<file path="src/rtl/dsd_pkg.sv">
package dsd_pkg;

  localparam int REGION_W = 3;

  typedef enum logic [REGION_W-1:0] {
    REG_NONE = 3'd0,
    REG_EXEC = 3'd1,
    REG_PRIV = 3'd2,
    REG_COMB = 3'd3,
    REG_DMA  = 3'd4,
    REG_DRAM = 3'd5
  } region_e;

endpackage

</file>
<file path="src/rtl/dsd_window.sv">
module dsd_window #(
  parameter int              AW   = 36,
  parameter logic [AW-1:0]   BASE = '0,
  parameter logic [AW-1:0]   LAST = '1
) (
  input  logic [AW-1:0] addr,
  output logic          hit,
  output logic [AW-1:0] offset
);

  // Inclusive range test; offset relative to the window base.
  always_comb begin
    hit    = (addr >= BASE) && (addr <= LAST);
    offset = addr - BASE;
  end

endmodule

</file>
<file path="src/rtl/dsd_scratch_map.sv">
module dsd_scratch_map #(
  parameter int AW        = 36,
  parameter int NUM_CORES = 8,
  parameter int IDX_W     = 3,
  parameter int CHUNK_LG  = 20
) (
  input  logic             priv_hit,
  input  logic             comb_hit,
  input  logic [AW-1:0]    priv_off,
  input  logic [AW-1:0]    comb_off,
  input  logic [IDX_W-1:0] req_id,
  output logic             ok,
  output logic [IDX_W-1:0] chunk,
  output logic [AW-1:0]    offset
);

  localparam logic [AW-1:0] CHUNK_BYTES = AW'(1) << CHUNK_LG;
  localparam logic [AW-1:0] CHUNK_MASK  = CHUNK_BYTES - AW'(1);
  localparam logic [AW-1:0] CORE_LIMIT  = AW'(NUM_CORES);

  logic [AW-1:0] comb_idx;

  assign comb_idx = comb_off >> CHUNK_LG;

  // Private alias: chunk comes from the requester. Combined alias: chunk
  // comes from the address, chunks laid out in ascending core order.
  always_comb begin
    ok     = 1'b0;
    chunk  = '0;
    offset = '0;
    if (priv_hit) begin
      if (priv_off < CHUNK_BYTES) begin
        ok     = 1'b1;
        chunk  = req_id;
        offset = priv_off;
      end
    end else if (comb_hit) begin
      if (comb_idx < CORE_LIMIT) begin
        ok     = 1'b1;
        chunk  = comb_idx[IDX_W-1:0];
        offset = comb_off & CHUNK_MASK;
      end
    end
  end

endmodule

</file>
<file path="src/rtl/dual_view_addr_decoder.sv">
module dual_view_addr_decoder
  import dsd_pkg::*;
#(
  parameter int                  ADDR_W    = 36,
  parameter int                  NUM_CORES = 8,
  parameter int                  CHUNK_LG  = 20,
  parameter logic [ADDR_W-1:0]   EXEC_BASE = 36'h0_0000_1000,
  parameter logic [ADDR_W-1:0]   EXEC_LAST = 36'h0_001F_FFFF,
  parameter logic [ADDR_W-1:0]   PRIV_BASE = 36'h0_1000_0000,
  parameter logic [ADDR_W-1:0]   PRIV_LAST = 36'h0_103F_FFFF,
  parameter logic [ADDR_W-1:0]   COMB_BASE = 36'h0_1800_0000,
  parameter logic [ADDR_W-1:0]   COMB_LAST = 36'h0_187F_FFFF,
  parameter logic [ADDR_W-1:0]   DMA_BASE  = 36'h0_2000_2000,
  parameter logic [ADDR_W-1:0]   DMA_LAST  = 36'h0_2000_20FF,
  parameter logic [ADDR_W-1:0]   DRAM_BASE = 36'h0_4000_0000,
  parameter logic [ADDR_W-1:0]   DRAM_LAST = 36'h1_3FFF_FFFF,
  localparam int                 IDX_W     = $clog2(NUM_CORES)
) (
  input  logic                clk,
  input  logic                rst,
  input  logic                in_valid,
  input  logic [ADDR_W-1:0]   in_addr,
  input  logic [IDX_W-1:0]    in_req_id,
  output logic                out_valid,
  output logic [REGION_W-1:0] out_region,
  output logic [IDX_W-1:0]    out_chunk,
  output logic [ADDR_W-1:0]   out_offset,
  output logic                out_err
);

  localparam logic [ADDR_W-1:0] CHUNK_BYTES = ADDR_W'(1) << CHUNK_LG;
  localparam logic [ADDR_W-1:0] DMA_SPAN    = DMA_LAST - DMA_BASE + ADDR_W'(1);

  // ---------------- window matchers ----------------
  logic              exec_hit, priv_hit, comb_hit, dma_hit, dram_hit;
  logic [ADDR_W-1:0] exec_off, priv_off, comb_off, dma_off, dram_off;

  dsd_window #(.AW(ADDR_W), .BASE(EXEC_BASE), .LAST(EXEC_LAST)) u_win_exec (
    .addr(in_addr), .hit(exec_hit), .offset(exec_off));
  dsd_window #(.AW(ADDR_W), .BASE(PRIV_BASE), .LAST(PRIV_LAST)) u_win_priv (
    .addr(in_addr), .hit(priv_hit), .offset(priv_off));
  dsd_window #(.AW(ADDR_W), .BASE(COMB_BASE), .LAST(COMB_LAST)) u_win_comb (
    .addr(in_addr), .hit(comb_hit), .offset(comb_off));
  dsd_window #(.AW(ADDR_W), .BASE(DMA_BASE),  .LAST(DMA_LAST))  u_win_dma  (
    .addr(in_addr), .hit(dma_hit),  .offset(dma_off));
  dsd_window #(.AW(ADDR_W), .BASE(DRAM_BASE), .LAST(DRAM_LAST)) u_win_dram (
    .addr(in_addr), .hit(dram_hit), .offset(dram_off));

  // ---------------- scratchpad alias resolution ----------------
  logic              sp_ok;
  logic [IDX_W-1:0]  sp_chunk;
  logic [ADDR_W-1:0] sp_off;

  dsd_scratch_map #(
    .AW(ADDR_W), .NUM_CORES(NUM_CORES), .IDX_W(IDX_W), .CHUNK_LG(CHUNK_LG)
  ) u_scratch (
    .priv_hit (priv_hit),
    .comb_hit (comb_hit),
    .priv_off (priv_off),
    .comb_off (comb_off),
    .req_id   (in_req_id),
    .ok       (sp_ok),
    .chunk    (sp_chunk),
    .offset   (sp_off)
  );

  // ---------------- combinational select ----------------
  region_e           d_region;
  logic [IDX_W-1:0]  d_chunk;
  logic [ADDR_W-1:0] d_off;
  logic              d_err;

  always_comb begin
    d_region = REG_NONE;
    d_chunk  = '0;
    d_off    = '0;
    d_err    = 1'b0;
    if (exec_hit) begin
      d_region = REG_EXEC;
      d_off    = exec_off;
    end else if (priv_hit || comb_hit) begin
      if (sp_ok) begin
        d_region = priv_hit ? REG_PRIV : REG_COMB;
        d_chunk  = sp_chunk;
        d_off    = sp_off;
      end else begin
        d_err    = 1'b1;
      end
    end else if (dma_hit) begin
      d_region = REG_DMA;
      d_chunk  = in_req_id;
      d_off    = dma_off;
    end else if (dram_hit) begin
      d_region = REG_DRAM;
      d_off    = dram_off;
    end else begin
      d_err    = 1'b1;
    end
  end

  // ---------------- output register ----------------
  region_e           q_region;
  logic [IDX_W-1:0]  q_chunk;
  logic [ADDR_W-1:0] q_off;
  logic              q_err;
  logic              q_valid;

  always_ff @(posedge clk) begin
    if (rst) begin
      q_valid  <= 1'b0;
      q_region <= REG_NONE;
      q_chunk  <= '0;
      q_off    <= '0;
      q_err    <= 1'b0;
    end else begin
      q_valid <= in_valid;
      if (in_valid) begin
        q_region <= d_region;
        q_chunk  <= d_chunk;
        q_off    <= d_off;
        q_err    <= d_err;
      end
    end
  end

  assign out_valid  = q_valid;
  assign out_region = q_region;
  assign out_chunk  = q_chunk;
  assign out_offset = q_off;
  assign out_err    = q_err;

  // ---------------- assertions ----------------
  AST_STROBE_LATENCY: assert property (@(posedge clk) disable iff (rst)
    in_valid |=> out_valid);

  AST_IDLE_HOLD: assert property (@(posedge clk) disable iff (rst)
    !in_valid |=> (!out_valid && $stable(out_region) && $stable(out_chunk)
                   && $stable(out_offset) && $stable(out_err)));

  AST_ERR_NO_TARGET: assert property (@(posedge clk) disable iff (rst)
    out_err |-> (out_region == REG_NONE && out_chunk == '0 && out_offset == '0));

  AST_PRIV_OWN_CHUNK: assert property (@(posedge clk) disable iff (rst)
    (in_valid && priv_hit && !exec_hit) |=>
      (out_err || (out_region == REG_PRIV && out_chunk == $past(in_req_id))));

  AST_CHUNK_BOUND: assert property (@(posedge clk) disable iff (rst)
    (out_valid && (out_region == REG_PRIV || out_region == REG_COMB))
      |-> (out_offset < CHUNK_BYTES));

  AST_DMA_BOUND: assert property (@(posedge clk) disable iff (rst)
    (out_valid && out_region == REG_DMA) |-> (out_offset < DMA_SPAN));

endmodule

</file>
<file path="config.mk">
export PLATFORM = sky130hd
export DESIGN_NAME = dual_view_addr_decoder
export DESIGN_NICKNAME = d
export VERILOG_FILES = /design/src/rtl/dsd_pkg.sv /design/src/rtl/dsd_window.sv /design/src/rtl/dsd_scratch_map.sv /design/src/rtl/dual_view_addr_decoder.sv
export SDC_FILE = /design/constraint.sdc
export NUM_CORES = 1
export LEC_CHECK = 0
export ABC_AREA = 1
export CAP_MARGIN = 20
export CORE_MARGIN = 4
export CORE_UTILIZATION = 57
export CTS_BUF_LIST = sky130_fd_sc_hd__clkbuf_4 sky130_fd_sc_hd__clkbuf_8 sky130_fd_sc_hd__clkbuf_16
export DETAILED_ROUTE_END_ITERATION = 8
export PLACE_DENSITY = 0.87
export SLEW_MARGIN = 30
export SYNTH_ARGS = -nofsm -noshare
export SYNTH_HDL_FRONTEND = slang
export SYNTH_SLANG_ARGS = --single-unit
</file>
<file path="constraint.sdc">
create_clock -name clk -period 4.39 [get_ports clk]
set_input_delay 0.878 -clock clk [delete_from_list [all_inputs] [get_ports clk]]
set_output_delay 0.878 -clock clk [all_outputs]
set_load 0.1 [all_outputs]
</file>
==> results of run 1 <==
## final timing paths
kind | endpoint | slack (ns)
max | out_offset[23]$_SDFFE_PP0P_ | 0.62
min | out_err$_SDFFE_PP0P_ | 0.47
max reg2reg | out_offset[13]$_SDFFE_PP0P_ | 3.64
min reg2reg | out_err$_SDFFE_PP0P_ | 0.47
## cell type report
type,count,area (µm²),area share
Clock inverter,2,12.5,0.00240
Multi-Input combinational cell,557,2930,0.561
Inverter,84,318,0.0609
Timing Repair Buffer,90,888,0.170
Sequential cell,44,881,0.169
Tap cell,99,124,0.0237
Clock buffer,5,68.8,0.0132
## flip-flops by register name, indices dropped and copies added, names as in the netlist
signal and flops:
out_offset 36, out_chunk 3, out_region 3, out_err 1
out_valid 1
## Yosys cell counts
master and n:
nor4_1 1, or2_1 1, nor2_2 14, nor3_2 3, o21ai_1 7, dfxtp_1 44, ha_1 16, clkinv_1 1
buf_12 1, a21oi_1 37, buf_4 2, nand3_4 2, a21oi_4 1, nor2_1 73, inv_4 1, nor3_1 10
xnor2_1 1, nor2_4 9, inv_2 11, nand2_2 10, nand2_1 213, xor2_1 15, or2_2 1, nand4_1 16
nand3_2 11, buf_6 1, nand3b_1 1, a21o_1 1, clkbuf_2 1, nor3b_1 2, nand3_1 48, o21ai_0 34
and3_1 2, o22ai_1 1, inv_1 71, o31ai_1 1, clkbuf_1 10, a21oi_2 10, nand2_4 5, a21boi_0 1
buf_2 3, a31oi_1 10
## through the flow
stage               power, mW  setup WS (ns)  cell area [µm²]  hold slack, ns
floorplan               0.624           1.60             4230           0.909
global placement        0.737          0.491             5140           0.454
detailed placement      0.741          0.380             5140           0.460
CTS                     0.999          0.684             5220           0.475
global route             1.04          0.406             5220           0.493
finish                   1.01          0.624             5220           0.470
## worst min-delay path: stages (launching register included)
cell and delay, ns:
dfxtp_1 0.32, nand2_1 0.06, a21oi_1 0.06
## cells by family after synthesis
kind of cell	synth area share
buf+inv	0.0997
compound gates	0.138
flops	0.208
fa+ha+maj	0.0473
xor+xnor	0.0331
simple gates	0.473
## routing by layer
layer / part of all wire / vias to the layer above / routed length, µm
met4: 0.030 / 0 / 447
met5: 0 / - / 0
met2: 0.45 / 316 / 6810
met3: 0.096 / 45 / 1440
li1: - / 2421 / -
met1: 0.42 / 2332 / 6320
## power by group through the flow
stage / logic (mW) / registers [mW] / clock network (mW)
final: 0.326 / 0.413 / 0.268
after global routing: 0.348 / 0.414 / 0.281
after CTS: 0.320 / 0.413 / 0.266
after detailed placement: 0.318 / 0.422 / 0
after global placement: 0.315 / 0.422 / 0
after floorplan: 0.135 / 0.489 / 0
==> reports/qor.csv, run 1 <==
metric,value,unit
cp_common_cell,nand2_1,
post_cts_resized,0,
die_h,94.1,µm
hold_start,out_err$_SDFFE_PP0P_,
crit_family,simple AND/OR/NAND/NOR gates,
fin_util,0.723,
grt_first_pass_wirelength,24000,µm
place_congestion,1.09,
rsz0062_at_grt,no,
synth.top_cell.area_share,0.208,
drive_gt1_frac,0.116,
crit_buf_inv,4,
power_frac_clock,0.266,
path_class,input port to flip-flop,
first_global_vias,4893,
fin_skew,0,ns
n_antenna_cell,0,
vias_per_cell,5.80,
wl_per_cell,17.1,µm
area_growth,23.4,%
drtIter0Drc,535,
p_switching,0.393,mW
cp_max_fo,10,
synthCells,703,
die_area,8860,µm²
setup_viol,0,
maxSlewHeadroom,0.324,
synth-seq-cells,44,
route.detailed.drc,0,
yosysUniqueCellTypes,42,
core,7210,µm²
grt_use_total,0.343,
cellLeakagePower,2.19,nW
hpwl,11800,µm
initial_core_util,0.586,
worstMarginPinSlew,1.01,ns
grt-ovfl-total,0,
final_nets,840,
synth_area_leader_cell,dfxtp_1,
yosys_warnings,0,
power_frac_comb,0.324,
final_cell_count_no_fill,881,
path_cells,clkdlybuf4s50_1 -> clkinv_1 -> ha_1 -> inv_1 -> nand2_1 -> nand2_1 -> inv_1 -> nand2_1 -> nand2_1 -> nand2_1 -> nand2_1 -> nor2_4 -> o21ai_1 -> nand2_1 -> nand2_1 -> nand2_1,
ir_drop,0.000114,V
cts_tree,done,
grt_max_degree,42,
root_buffer,clkbuf_8,
use_met2,0.550,
crit_path_top_delay_cell,clkdlybuf4s50_1,
maxCapViolCount,0,
crit_path_end_kind,flip-flop,
die_w,94.1,µm
core.rowCount,31,
cts_buffers,5,
cts_hold_buf,0,
fin_setup_tns,0,ns
cp-start-kind,input port,
cp.arrival,4.02,ns
drt_pre_antenna_iters,6,
synth_area_leaders,"dfxtp_1 21%, nand2_1 19%, nor2_1 6.5%",
synth_seq_area_share,0.208,
finalWirelength,15000,µm
vias,5114,
layout_commonest_cell,nand2_1,
syn_avg_cell_area,6.02,µm²
status,"finished, final reports clean",
clockBufferDepth,2,
use_met3,0.0489,
drtAntennaViolNets,0,
seqPwrFrac,0.410,
p_sw_frac,0.390,
insertion_delay,0.30,ns
ios,86,
crit_start,in_addr[28],
place_inst,874,
io_buffers,85,
cts_setup_buffers,0,
mostFrequentLayoutCells,"213 x nand2_1, 85 x clkdlybuf4s50_1, 73 x nor2_1",
cts_max_level,2,
hold_viol,0,
period_share,0.858,
cp.required,4.64,ns
hp-class,flip-flop to flip-flop,
worstSetupPathDepth,16,
fmax,266,MHz
cp_slowest_stage_delay,0.65,ns
power_density,193,nW/µm²
syn-num-nets,761,
rr_startpoint,out_offset[13]$_SDFFE_PP0P_,
slew_viol_final,0,
synth_area,4230,µm²
busiest_layer,met2,
internal-power,0.614,mW
grtUsageMet1,0.467,
hold_depth,2,
cts.sinks,44,
period_needed,3.77,ns
antenna_found_initial,0,
path_clk_slew,0.09,ns
r2r_cells,4,
fillers,650,
Power figures use the tool's default switching activity.
==> run 2, diff against run 1 <==
- CTS_CLUSTER_DIAMETER: default -> 60
==> results of run 2 <==
The final DEF is identical to that of run 1; final timing and power are the same.
